$ cat src/rtl/sfu_pkg.sv
package sfu_pkg;

    typedef enum logic [2:0] {
        OPC_SHL = 3'd0,
        OPC_SHR = 3'd1,
        OPC_SAR = 3'd2,
        OPC_ADD = 3'd3,
        OPC_SUB = 3'd4,
        OPC_CMP = 3'd5,
        OPC_LDI = 3'd6,
        OPC_RSV = 3'd7
    } opc_e;

    // packed so that neg is the most significant bit
    typedef struct packed {
        logic neg;
        logic zero;
        logic cry;
        logic ovf;
    } flags_t;

endpackage

$ cat src/rtl/sfu_shifter.sv
module sfu_shifter
    import sfu_pkg::*;
#(
    parameter int unsigned DATA_W = 32,
    parameter int unsigned SH_W   = 5
) (
    input  opc_e              opc,
    input  logic [DATA_W-1:0] src,
    input  logic [SH_W-1:0]   amt,
    input  logic              cin,
    output logic [DATA_W-1:0] res,
    output logic              cout
);
    localparam int unsigned CNT_W = SH_W + 1;
    localparam int unsigned EXT_W = 2 * DATA_W + 1;

    logic [CNT_W-1:0]  eff;
    logic              fill;
    logic [DATA_W:0]   ext_l;
    logic [EXT_W-1:0]  ext_src;
    logic [DATA_W:0]   ext_r;

    // a zero count on a right shift stands for a full-width shift
    always_comb begin
        eff = {1'b0, amt};
        if (amt == '0 && opc != OPC_SHL) begin
            eff = CNT_W'(DATA_W);
        end
        fill    = (opc == OPC_SAR) ? src[DATA_W-1] : 1'b0;
        ext_l   = {1'b0, src} << eff;
        ext_src = {{DATA_W{fill}}, src, 1'b0};
        ext_r   = (DATA_W+1)'(ext_src >> eff);
    end

    always_comb begin
        if (opc == OPC_SHL) begin
            res  = ext_l[DATA_W-1:0];
            cout = (amt == '0) ? cin : ext_l[DATA_W];
        end else begin
            res  = ext_r[DATA_W:1];
            cout = ext_r[0];
        end
    end

    always_comb begin
        if (opc == OPC_SHL && amt == '0) begin
            p_shl_zero_r5: assert (res == src && cout == cin)
                else $error("left shift by zero altered operand or carry");
        end
        if (opc == OPC_SHR && amt == '0) begin
            p_shr_full_r7: assert (res == '0 && cout == src[DATA_W-1])
                else $error("logical right by zero not a full shift");
        end
        if (opc == OPC_SAR && amt == '0) begin
            p_sar_full_r9: assert (res == {DATA_W{src[DATA_W-1]}})
                else $error("arithmetic right by zero not sign filled");
        end
    end

endmodule

$ cat src/rtl/sfu_addsub.sv
module sfu_addsub #(
    parameter int unsigned DATA_W = 32
) (
    input  logic              sub,
    input  logic [DATA_W-1:0] a,
    input  logic [DATA_W-1:0] b,
    output logic [DATA_W-1:0] sum,
    output logic              cout,
    output logic              ovf
);
    localparam int unsigned MSB = DATA_W - 1;

    logic [DATA_W-1:0] b_eff;
    logic [DATA_W:0]   wide;

    // subtract is a + ~b + 1; carry out then means "no borrow"
    always_comb begin
        b_eff = sub ? ~b : b;
        wide  = {1'b0, a} + {1'b0, b_eff} + {{DATA_W{1'b0}}, sub};
        sum   = wide[DATA_W-1:0];
        cout  = wide[DATA_W];
        ovf   = (a[MSB] == b_eff[MSB]) && (sum[MSB] != a[MSB]);
    end

    always_comb begin
        if (sub) begin
            p_noborrow_r3: assert (cout == (a >= b))
                else $error("subtract carry disagrees with unsigned compare");
        end else begin
            p_carry_r2: assert (cout == (sum < a))
                else $error("add carry disagrees with wraparound");
        end
    end

endmodule

$ cat src/rtl/shift_add_flag_unit.sv
module shift_add_flag_unit
    import sfu_pkg::*;
#(
    parameter int unsigned DATA_W = 32,
    parameter int unsigned SH_W   = 5,
    parameter int unsigned IMM_W  = 8
) (
    input  logic [2:0]        op_sel,
    input  logic [DATA_W-1:0] opnd_a,
    input  logic [DATA_W-1:0] opnd_b,
    input  logic [SH_W-1:0]   shamt,
    input  logic [IMM_W-1:0]  imm,
    input  logic [3:0]        flags_in,
    output logic [DATA_W-1:0] result,
    output logic [3:0]        flags_out,
    output logic              wr_en
);
    localparam int unsigned MSB   = DATA_W - 1;
    localparam int unsigned PAD_W = DATA_W - IMM_W;

    opc_e              opc;
    flags_t            fin;
    flags_t            fout;
    logic [DATA_W-1:0] sh_res;
    logic              sh_c;
    logic [DATA_W-1:0] as_res;
    logic              as_c;
    logic              as_v;
    logic              as_sub;

    assign opc    = opc_e'(op_sel);
    assign fin    = flags_t'(flags_in);
    assign as_sub = (opc == OPC_SUB) || (opc == OPC_CMP);

    sfu_shifter #(
        .DATA_W (DATA_W),
        .SH_W   (SH_W)
    ) u_shift (
        .opc  (opc),
        .src  (opnd_a),
        .amt  (shamt),
        .cin  (fin.cry),
        .res  (sh_res),
        .cout (sh_c)
    );

    sfu_addsub #(
        .DATA_W (DATA_W)
    ) u_addsub (
        .sub  (as_sub),
        .a    (opnd_a),
        .b    (opnd_b),
        .sum  (as_res),
        .cout (as_c),
        .ovf  (as_v)
    );

    always_comb begin
        result = '0;
        fout   = fin;
        wr_en  = 1'b1;
        unique case (opc)
            OPC_SHL, OPC_SHR, OPC_SAR: begin
                result   = sh_res;
                fout.cry = sh_c;
            end
            OPC_ADD, OPC_SUB: begin
                result   = as_res;
                fout.cry = as_c;
                fout.ovf = as_v;
            end
            OPC_CMP: begin
                result   = as_res;
                fout.cry = as_c;
                fout.ovf = as_v;
                wr_en    = 1'b0;
            end
            OPC_LDI: begin
                result = {{PAD_W{1'b0}}, imm};
            end
            OPC_RSV: begin
                wr_en = 1'b0;
            end
        endcase
        if (opc != OPC_RSV) begin
            fout.neg  = result[MSB];
            fout.zero = (result == '0);
        end
    end

    assign flags_out = fout;

    always_comb begin
        if (opc != OPC_RSV) begin
            p_neg_bit_r1: assert (flags_out[3] == result[MSB])
                else $error("N does not follow result sign");
            p_zero_bit_r1: assert (flags_out[2] == ~|result)
                else $error("Z does not follow result");
        end
        if (opc == OPC_CMP) begin
            p_cmp_nowrite_r4: assert (!wr_en)
                else $error("compare requested a write");
        end
        if (opc == OPC_SHL || opc == OPC_SHR || opc == OPC_SAR || opc == OPC_LDI) begin
            p_v_kept_r10: assert (flags_out[0] == flags_in[0])
                else $error("V changed by shift or constant load");
        end
        if (opc == OPC_LDI) begin
            p_ldi_c_kept_r11: assert (flags_out[1] == flags_in[1])
                else $error("C changed by constant load");
        end
        if (opc == OPC_RSV) begin
            p_rsv_idle_r12: assert (!wr_en && flags_out == flags_in && result == '0)
                else $error("reserved code had an effect");
        end
    end

endmodule

$ cat config.mk
export PLATFORM = sky130hd
export DESIGN_NAME = shift_add_flag_unit
export DESIGN_NICKNAME = d
export VERILOG_FILES = /design/src/rtl/sfu_pkg.sv /design/src/rtl/sfu_shifter.sv /design/src/rtl/sfu_addsub.sv /design/src/rtl/shift_add_flag_unit.sv
export SDC_FILE = /design/constraint.sdc
export NUM_CORES = 1
export LEC_CHECK = 0
export ABC_AREA = 1
export BUFFER_PORTS_ARGS = -buffer_cell sky130_fd_sc_hd__buf_2
export CAP_MARGIN = 5
export CORE_MARGIN = 10
export CORE_UTILIZATION = 55
export DETAILED_ROUTE_END_ITERATION = 10
export PLACE_DENSITY = 0.77
export SLEW_MARGIN = 25
export SYNTH_ARGS = -nofsm -noshare
export SYNTH_HDL_FRONTEND = slang
export SYNTH_SLANG_ARGS = --single-unit
$ cat constraint.sdc
create_clock -name vclk -period 7.3
set_input_delay 1.46 -clock vclk [all_inputs]
set_output_delay 1.46 -clock vclk [all_outputs]
set_load 0.02 [all_outputs]
== After elaboration in Yosys (flattened, before gate mapping) ==
Index checks and enable logic that the tools add are counted.

* Register bits after elaboration: 0
* Output and inout port bits: 37
* Logic and storage cells: 36

* Muxes and demuxes: 11
* Add/subtract/negate cells: 2
* Bitwise operators: 1
* Eq/ne operators: 10
* Reductions and logical operators: 10
* Shift operators: 2

{| class="wikitable"
|+ Operators with widths
! operator !! number
|-
| 32-bit one-hot mux with 3 select lines || 1
|-
| 65-bit by 6-bit right shift with 33-bit output || 1
|-
| 32-bit 2-to-1 mux || 2
|-
| 32-bit by 32-bit adder with 33-bit output || 1
|-
| 33-bit by 1-bit adder with 33-bit output || 1
|-
| 32-bit by 6-bit left shift with 33-bit output || 1
|-
| 32-bit logical NOT || 1
|-
| 32-bit inverter || 1
|-
| 3-bit equality test (second input constant) || 4
|-
| 3-bit by 2-bit equality test with 1-bit output (second input constant) || 2
|-
| 6-bit 2-to-1 mux || 1
|-
| 3-bit OR reduction || 2
|-
| 5-bit logical NOT || 1
|-
| 1-bit 2-to-1 mux || 5
|-
| 3-bit by 1-bit equality test with 1-bit output (second input constant) || 1
|-
| 3-bit logical NOT || 1
|-
| 3-bit != test (second input constant) || 1
|-
| 3-bit nonzero test || 1
|-
| 1-bit logical AND || 2
|-
| 2-bit 2-to-1 mux || 1
|-
| 1-bit one-hot mux with 2 select lines || 1
|-
| 2-bit OR reduction || 1
|-
| 1-bit equality test || 1
|-
| 1-bit logical OR || 1
|-
| 1-bit != test || 1
|}

== Longest topological paths before layout ==
* Depth after elaboration: 8
* Depth in mapped cells: 25

== By module ==
A second synthesis with hierarchy kept.

* Cells, all modules: 1,352
* Area, all modules: 7,000.5 sq um

{| class="wikitable"
|+ Modules (own cells, without submodules)
! module !! sequential area each (sq um) !! area each (sq um) !! cells each !! instances
|-
| sfu_shifter || 0.0 || 3,912.5 || 769 || 1
|-
| sfu_addsub || 0.0 || 2,346.0 || 419 || 1
|-
| shift_add_flag_unit || 0.0 || 742.0 || 164 || 1
|}

== Worst setup path after synthesis ==
OpenSTA, ideal clock, no wires.

* Path type: input to output
* From: input op_sel[0]
* To: output flags_out[2]
* Cell stages on the path: 23
* Path buffers: 2
* Required time: 5.840 ns
* Arrival time: 4.458 ns
* Setup slack: 1.382 ns
* Cells stage by stage: buf_4 > nor2_1 > nand2_1 > nand2_1 > buf_1 > xor2_1 > ha_1 > nand2_1 > o21ai_0 > nand2_1 > nand2_1 > nand2_1 > nand3_1 > nand2_1 > nand3_1 > nand2_1 > nor2_1 > nand3_1 > nor2_1 > nand2_1 > nor2_1 > nand2_1 > nand2_1

* Cells in the longest elaborated chain, start to end: 8
* Elaborated cells between the ends (all ways): 24
* Those cells by class: add/sub (2); eq/ne (7); shift (2); mux (6); reduce/logical (7)

{| class="wikitable"
|+ Ends and longest elaborated chain
! element !! RTL line !! text
|-
| start, declared || shift_add_flag_unit.sv:8 || <nowiki>input logic [2:0] op_sel,</nowiki>
|-
| 3-bit equality test / 3-bit nonzero test (equally long branches) || shift_add_flag_unit.sv:33, shift_add_flag_unit.sv:62, sfu_shifter.sv:26 ||
|-
| 1-bit logical OR / 1-bit logical AND (equally long branches) || shift_add_flag_unit.sv:33, sfu_shifter.sv:26 ||
|-
| 32-bit 2-to-1 mux / 6-bit 2-to-1 mux (equally long branches) || sfu_addsub.sv:18, sfu_shifter.sv:26 ||
|-
| 32-bit by 32-bit adder with 33-bit output, or another cell as far along || sfu_addsub.sv:19 || <nowiki>wide = {1'b0, a} + {1'b0, b_eff} + {{DATA_W{1'b0}}, sub};</nowiki>
|-
| 33-bit by 1-bit adder with 33-bit output / 32-bit 2-to-1 mux (equally long branches) || sfu_addsub.sv:19, sfu_shifter.sv:36 ||
|-
| 32-bit one-hot mux with 3 select lines * || shift_add_flag_unit.sv:62 || <nowiki>unique case (opc)</nowiki>
|-
| net result[24] || shift_add_flag_unit.sv:14 || <nowiki>output logic [DATA_W-1:0] result,</nowiki>
|-
| 32-bit logical NOT * || shift_add_flag_unit.sv:87 || <nowiki>fout.zero = (result == '0);</nowiki>
|-
| 2-bit 2-to-1 mux * || shift_add_flag_unit.sv:85 || <nowiki>if (opc != OPC_RSV) begin</nowiki>
|-
| end, declared || shift_add_flag_unit.sv:15 || <nowiki>output logic [3:0] flags_out,</nowiki>
|}

The timed path passes the listed nets; every way through them passes the cells marked *.

== Worst setup path after layout ==
* From: input op_sel[0]
* To: output flags_out[2]

* Cells in the longest elaborated chain, start to end: 8
* Elaborated cells between the ends (all ways): 24
* Those cells by class: add/sub (2); eq/ne (7); shift (2); mux (6); reduce/logical (7)

{| class="wikitable"
|+ Ends and longest elaborated chain
! element !! RTL line
|-
| 3-bit equality test / 3-bit nonzero test (equally long branches) || shift_add_flag_unit.sv:33, shift_add_flag_unit.sv:62, sfu_shifter.sv:26
|-
| 1-bit logical OR / 1-bit logical AND (equally long branches) || shift_add_flag_unit.sv:33, sfu_shifter.sv:26
|-
| 32-bit 2-to-1 mux / 6-bit 2-to-1 mux (equally long branches) || sfu_addsub.sv:18, sfu_shifter.sv:26
|-
| 32-bit by 32-bit adder with 33-bit output, or another cell as far along || sfu_addsub.sv:19
|-
| 33-bit by 1-bit adder with 33-bit output / 32-bit 2-to-1 mux (equally long branches) || sfu_addsub.sv:19, sfu_shifter.sv:36
|-
| 32-bit one-hot mux with 3 select lines || shift_add_flag_unit.sv:62
|-
| 32-bit logical NOT || shift_add_flag_unit.sv:87
|-
| 2-bit 2-to-1 mux * || shift_add_flag_unit.sv:85
|}

Mark *: on every way between the ends. The rest lies on a longest branch, timed or not.

==> key figures <==
Run status
  – Outcome: finished, final reports clean

Global route
  – Largest net degree at the start of global routing: 68
  – Via count of the first global-routing pass: between 9k and 10k
  – Overall track demand over capacity in global routing: approximately a third
  – Sum of overflow across all layers after global routing: 0
  – Global-route wire length before repair: ~50000 µm
  – Number of antenna violations at the first check in global routing: 0

Die
  – Initial core utilization: 56.1%
  – Width of the die: 133 µm
  – Vertical extent of the die: between 100 and 150 µm
  – Die ar.: roughly 0.018 mm²
  – Top Ports: between 100 and 150
  – Core ar.: 0.0126 mm²
  – Row Count: 41

Placement
  – Sum of net half-perimeters after detailed placement: about 27000 µm
  – IO Port Bufs: 121
  – Total placed instance area: 0.00764 mm²
  – RD Place Congestion: about 1.1
  – Post-placement setup slack: around 0.58 ns
  – Placed instance count: between 1.5k and 2k

Setup path
  – Worst Setup Path Type: input pin to output pin
  – Critical Path Sink Type: output pin
  – Critical Path Start Type: input pin
  – WP data required: ~5.8 ns
  – Maximum fanout along the worst path: 22
  – Crit path DAT: around 5.3 ns

Logic synthesis
  – Share of synthesized area occupied by flip-flops and latches: 0%
  – Number of standard cells after synthesis: 1501
  – Top cell type's share of synthesized area: between 20% and 30%
  – Average footprint of a synthesized cell: roughly 4.7 µm²
  – Most common cell in the netlist: sky130_fd_sc_hd__nand2_1
  – Synthesized area: about 0.0071 mm²
  – Leading post-synthesis cells by cell area: sky130_fd_sc_hd__nand2_1, sky130_fd_sc_hd__nand3_1, sky130_fd_sc_hd__inv_1
  – Synth warnings: 0
  – Post-synth net total: around 1.6k
  – Synth area leader: sky130_fd_sc_hd__nand2_1
  – Unique cell type count in the Yosys netlist: 44
  – Leading cell types by count after synthesis: sky130_fd_sc_hd__nand2_1, sky130_fd_sc_hd__nand3_1, sky130_fd_sc_hd__inv_1, sky130_fd_sc_hd__nor2_1, sky130_fd_sc_hd__a21oi_1

Timing
  – Max Fclk: ~0.15 GHz
  – Final Slew Violations: 0
  – Final critical-path share of the clock period: slightly above 90%
  – Final count of negative-setup-slack endpoints: 0
  – Clock period minus final worst setup slack: between 6 and 7 ns
  – Total Neg Setup Slack: 0 ns
  – Slew at the pin with the worst max-slew slack: between 0.7 and 0.8 ns
  – Crit path setup slack, layout: roughly 0.57 ns
  – Setup repair after global routing missed its margin: false
  – Fin. Hold Viols: 0
  – Worst rel slew slack: 52.6%

Power and ir drop
  – Power density over the cells: ~110 mW/mm²
  – Static Leak: about 4.5 nW
  – Peak supply drop: between 0.08 and 0.09 mV

Layout
  – Final sequential cell count: 0
  – Area growth from synthesis to final layout: 8.35%
  – Ant. Diodes: 0
  – Cell area after layout: roughly 0.0076 mm²
  – Clock buffers: 0
  – Reg area: 0 µm²
  – Post-Layout Cell Count: between 1.5k and 2k
  – Fraction of final layout cells sized beyond drive strength 1: under 10%
  – Layout Nets: 1688

Route
  – Total Wirelength: roughly 33000 µm
  – Total via count after detailed routing: between 10k and 15k
  – Detailed-route wire length per cell: ~19 µm
  – Number of DRC markers after the initial detailed-route iteration: about 1.5k
  – Post-detailed-route DRC marker count: 0
  – Mean number of vias per cell: between 6 and 7
  – Antenna violation net count after detailed routing: 0
  – DR pass1 iterations: 6

Clock network
  – CTS resizes: 0
  – Quantity of hold-fixing buffers added after cts: 0
  – Buffers inserted during post-CTS setup optimization: 0

Worst hold path
  – Worst min-delay path category: input pin to output pin

Job
  – Max-cap violation count: 0
cell families after synthesis:
logic type	after synthesis	share of synthesized area, %
simple gates	1045	63.5
buf+inv	231	13.5
compound gates	157	12.5
xor+xnor	32	3.97
fa+ha+maj	36	6.49
worst max-delay path: stages:
cell and delay (ns):
sky130_fd_sc_hd__buf_2 0.16, sky130_fd_sc_hd__nor2_1 0.21, sky130_fd_sc_hd__nand2_1 0.12, sky130_fd_sc_hd__nand2_2 0.53, sky130_fd_sc_hd__buf_4 0.34, sky130_fd_sc_hd__xor2_1 0.09, sky130_fd_sc_hd__ha_1 0.38, sky130_fd_sc_hd__nand2_1 0.14
sky130_fd_sc_hd__nor2_1 0.22, sky130_fd_sc_hd__nand2_1 0.19, sky130_fd_sc_hd__nor2_1 0.14, sky130_fd_sc_hd__nand2_1 0.17, sky130_fd_sc_hd__a21oi_1 0.16, sky130_fd_sc_hd__nor2_1 0.06, sky130_fd_sc_hd__nor2_1 0.20, sky130_fd_sc_hd__nand2_1 0.08
sky130_fd_sc_hd__nor2_1 0.12, sky130_fd_sc_hd__nand2_1 0.09, sky130_fd_sc_hd__nor2_1 0.11, sky130_fd_sc_hd__nand2_1 0.07, sky130_fd_sc_hd__nand2_1 0.06, sky130_fd_sc_hd__buf_2 0.16
power by group:
group	total (mW)	leakage [nW]	switching, mW	internal, mW
Clock	0	0	0	0
Combinational	0.869	4.50	0.606	0.262
Sequential	0	0	0	0
Total	0.869	4.50	0.606	0.262
cells in the final DEF (no fill, tap or decap), types with 2 or more instances in the layout:
| cell | synthesis | layout |
|---|---|---|
| sky130_fd_sc_hd__a21oi_1 | 72 | 72 |
| sky130_fd_sc_hd__a21oi_4 | 2 | 2 |
| sky130_fd_sc_hd__buf_2 | 26 | 121 |
| sky130_fd_sc_hd__nor2_4 | 1 | 2 |
| sky130_fd_sc_hd__nor2_1 | 111 | 111 |
| sky130_fd_sc_hd__nand4_1 | 10 | 10 |
| sky130_fd_sc_hd__o31ai_1 | 2 | 2 |
| sky130_fd_sc_hd__nand3b_1 | 2 | 2 |
| sky130_fd_sc_hd__buf_4 | 8 | 13 |
| sky130_fd_sc_hd__a21boi_0 | 2 | 2 |
| sky130_fd_sc_hd__nand2_1 | 537 | 536 |
| sky130_fd_sc_hd__inv_1 | 155 | 154 |
| sky130_fd_sc_hd__o21ai_0 | 51 | 51 |
| sky130_fd_sc_hd__a21o_1 | 2 | 2 |
| sky130_fd_sc_hd__a32oi_1 | 3 | 3 |
| sky130_fd_sc_hd__a41oi_1 | 2 | 2 |
| sky130_fd_sc_hd__nand2_2 | 1 | 2 |
| sky130_fd_sc_hd__a31oi_1 | 3 | 3 |
| sky130_fd_sc_hd__ha_1 | 35 | 35 |
| sky130_fd_sc_hd__clkinv_1 | 2 | 3 |
| sky130_fd_sc_hd__or2_2 | 5 | 5 |
| sky130_fd_sc_hd__and2_1 | 4 | 4 |
| sky130_fd_sc_hd__o211ai_1 | 4 | 4 |
| sky130_fd_sc_hd__nor4_1 | 2 | 2 |
| sky130_fd_sc_hd__nand3_1 | 359 | 359 |
| sky130_fd_sc_hd__o21ai_1 | 7 | 7 |
| sky130_fd_sc_hd__inv_2 | 4 | 4 |
| sky130_fd_sc_hd__xor2_1 | 31 | 31 |
| sky130_fd_sc_hd__nor3_1 | 9 | 9 |
| sky130_fd_sc_hd__o21bai_1 | 3 | 3 |
path summary, 6_finish.rpt:
| check | start | to | depth (start not counted) |
|---|---|---|---|
| hold / removal | flags_in[0] | flags_out[0] | 4 |
| setup / recovery | op_sel[0] | flags_out[2] | 22 |
layout make-up:
class / instances / area (µm²)
Fill cell: 1409 / 4920
Inverter: 162 / 613
Multi-Input combinational cell: 1270 / 6110
Tap cell: 172 / 215
Timing Repair Buffer: 134 / 703
metal layers:
layer / vias up / track usage (%) / share of wire (%)
li1: 5044 / - / -
met2: 695 / 56.6 / 45
met3: 142 / 4.06 / 11
met5: - / 0 / 0
met4: 0 / 18.6 / 6.3
met1: 4710 / 42.5 / 38
per-stage QoR:
stage	hold slack [ns]	utilization (%)	total power, mW
after global routing	3.27	60.8	0.948
after detailed placement	3.26	60.8	0.838
after floorplan	3.04	-	0.583
after CTS	3.26	60.8	0.841
after global placement	3.25	60.8	0.832
final	3.26	60.8	0.869
(Power assumes the default switching activity.)
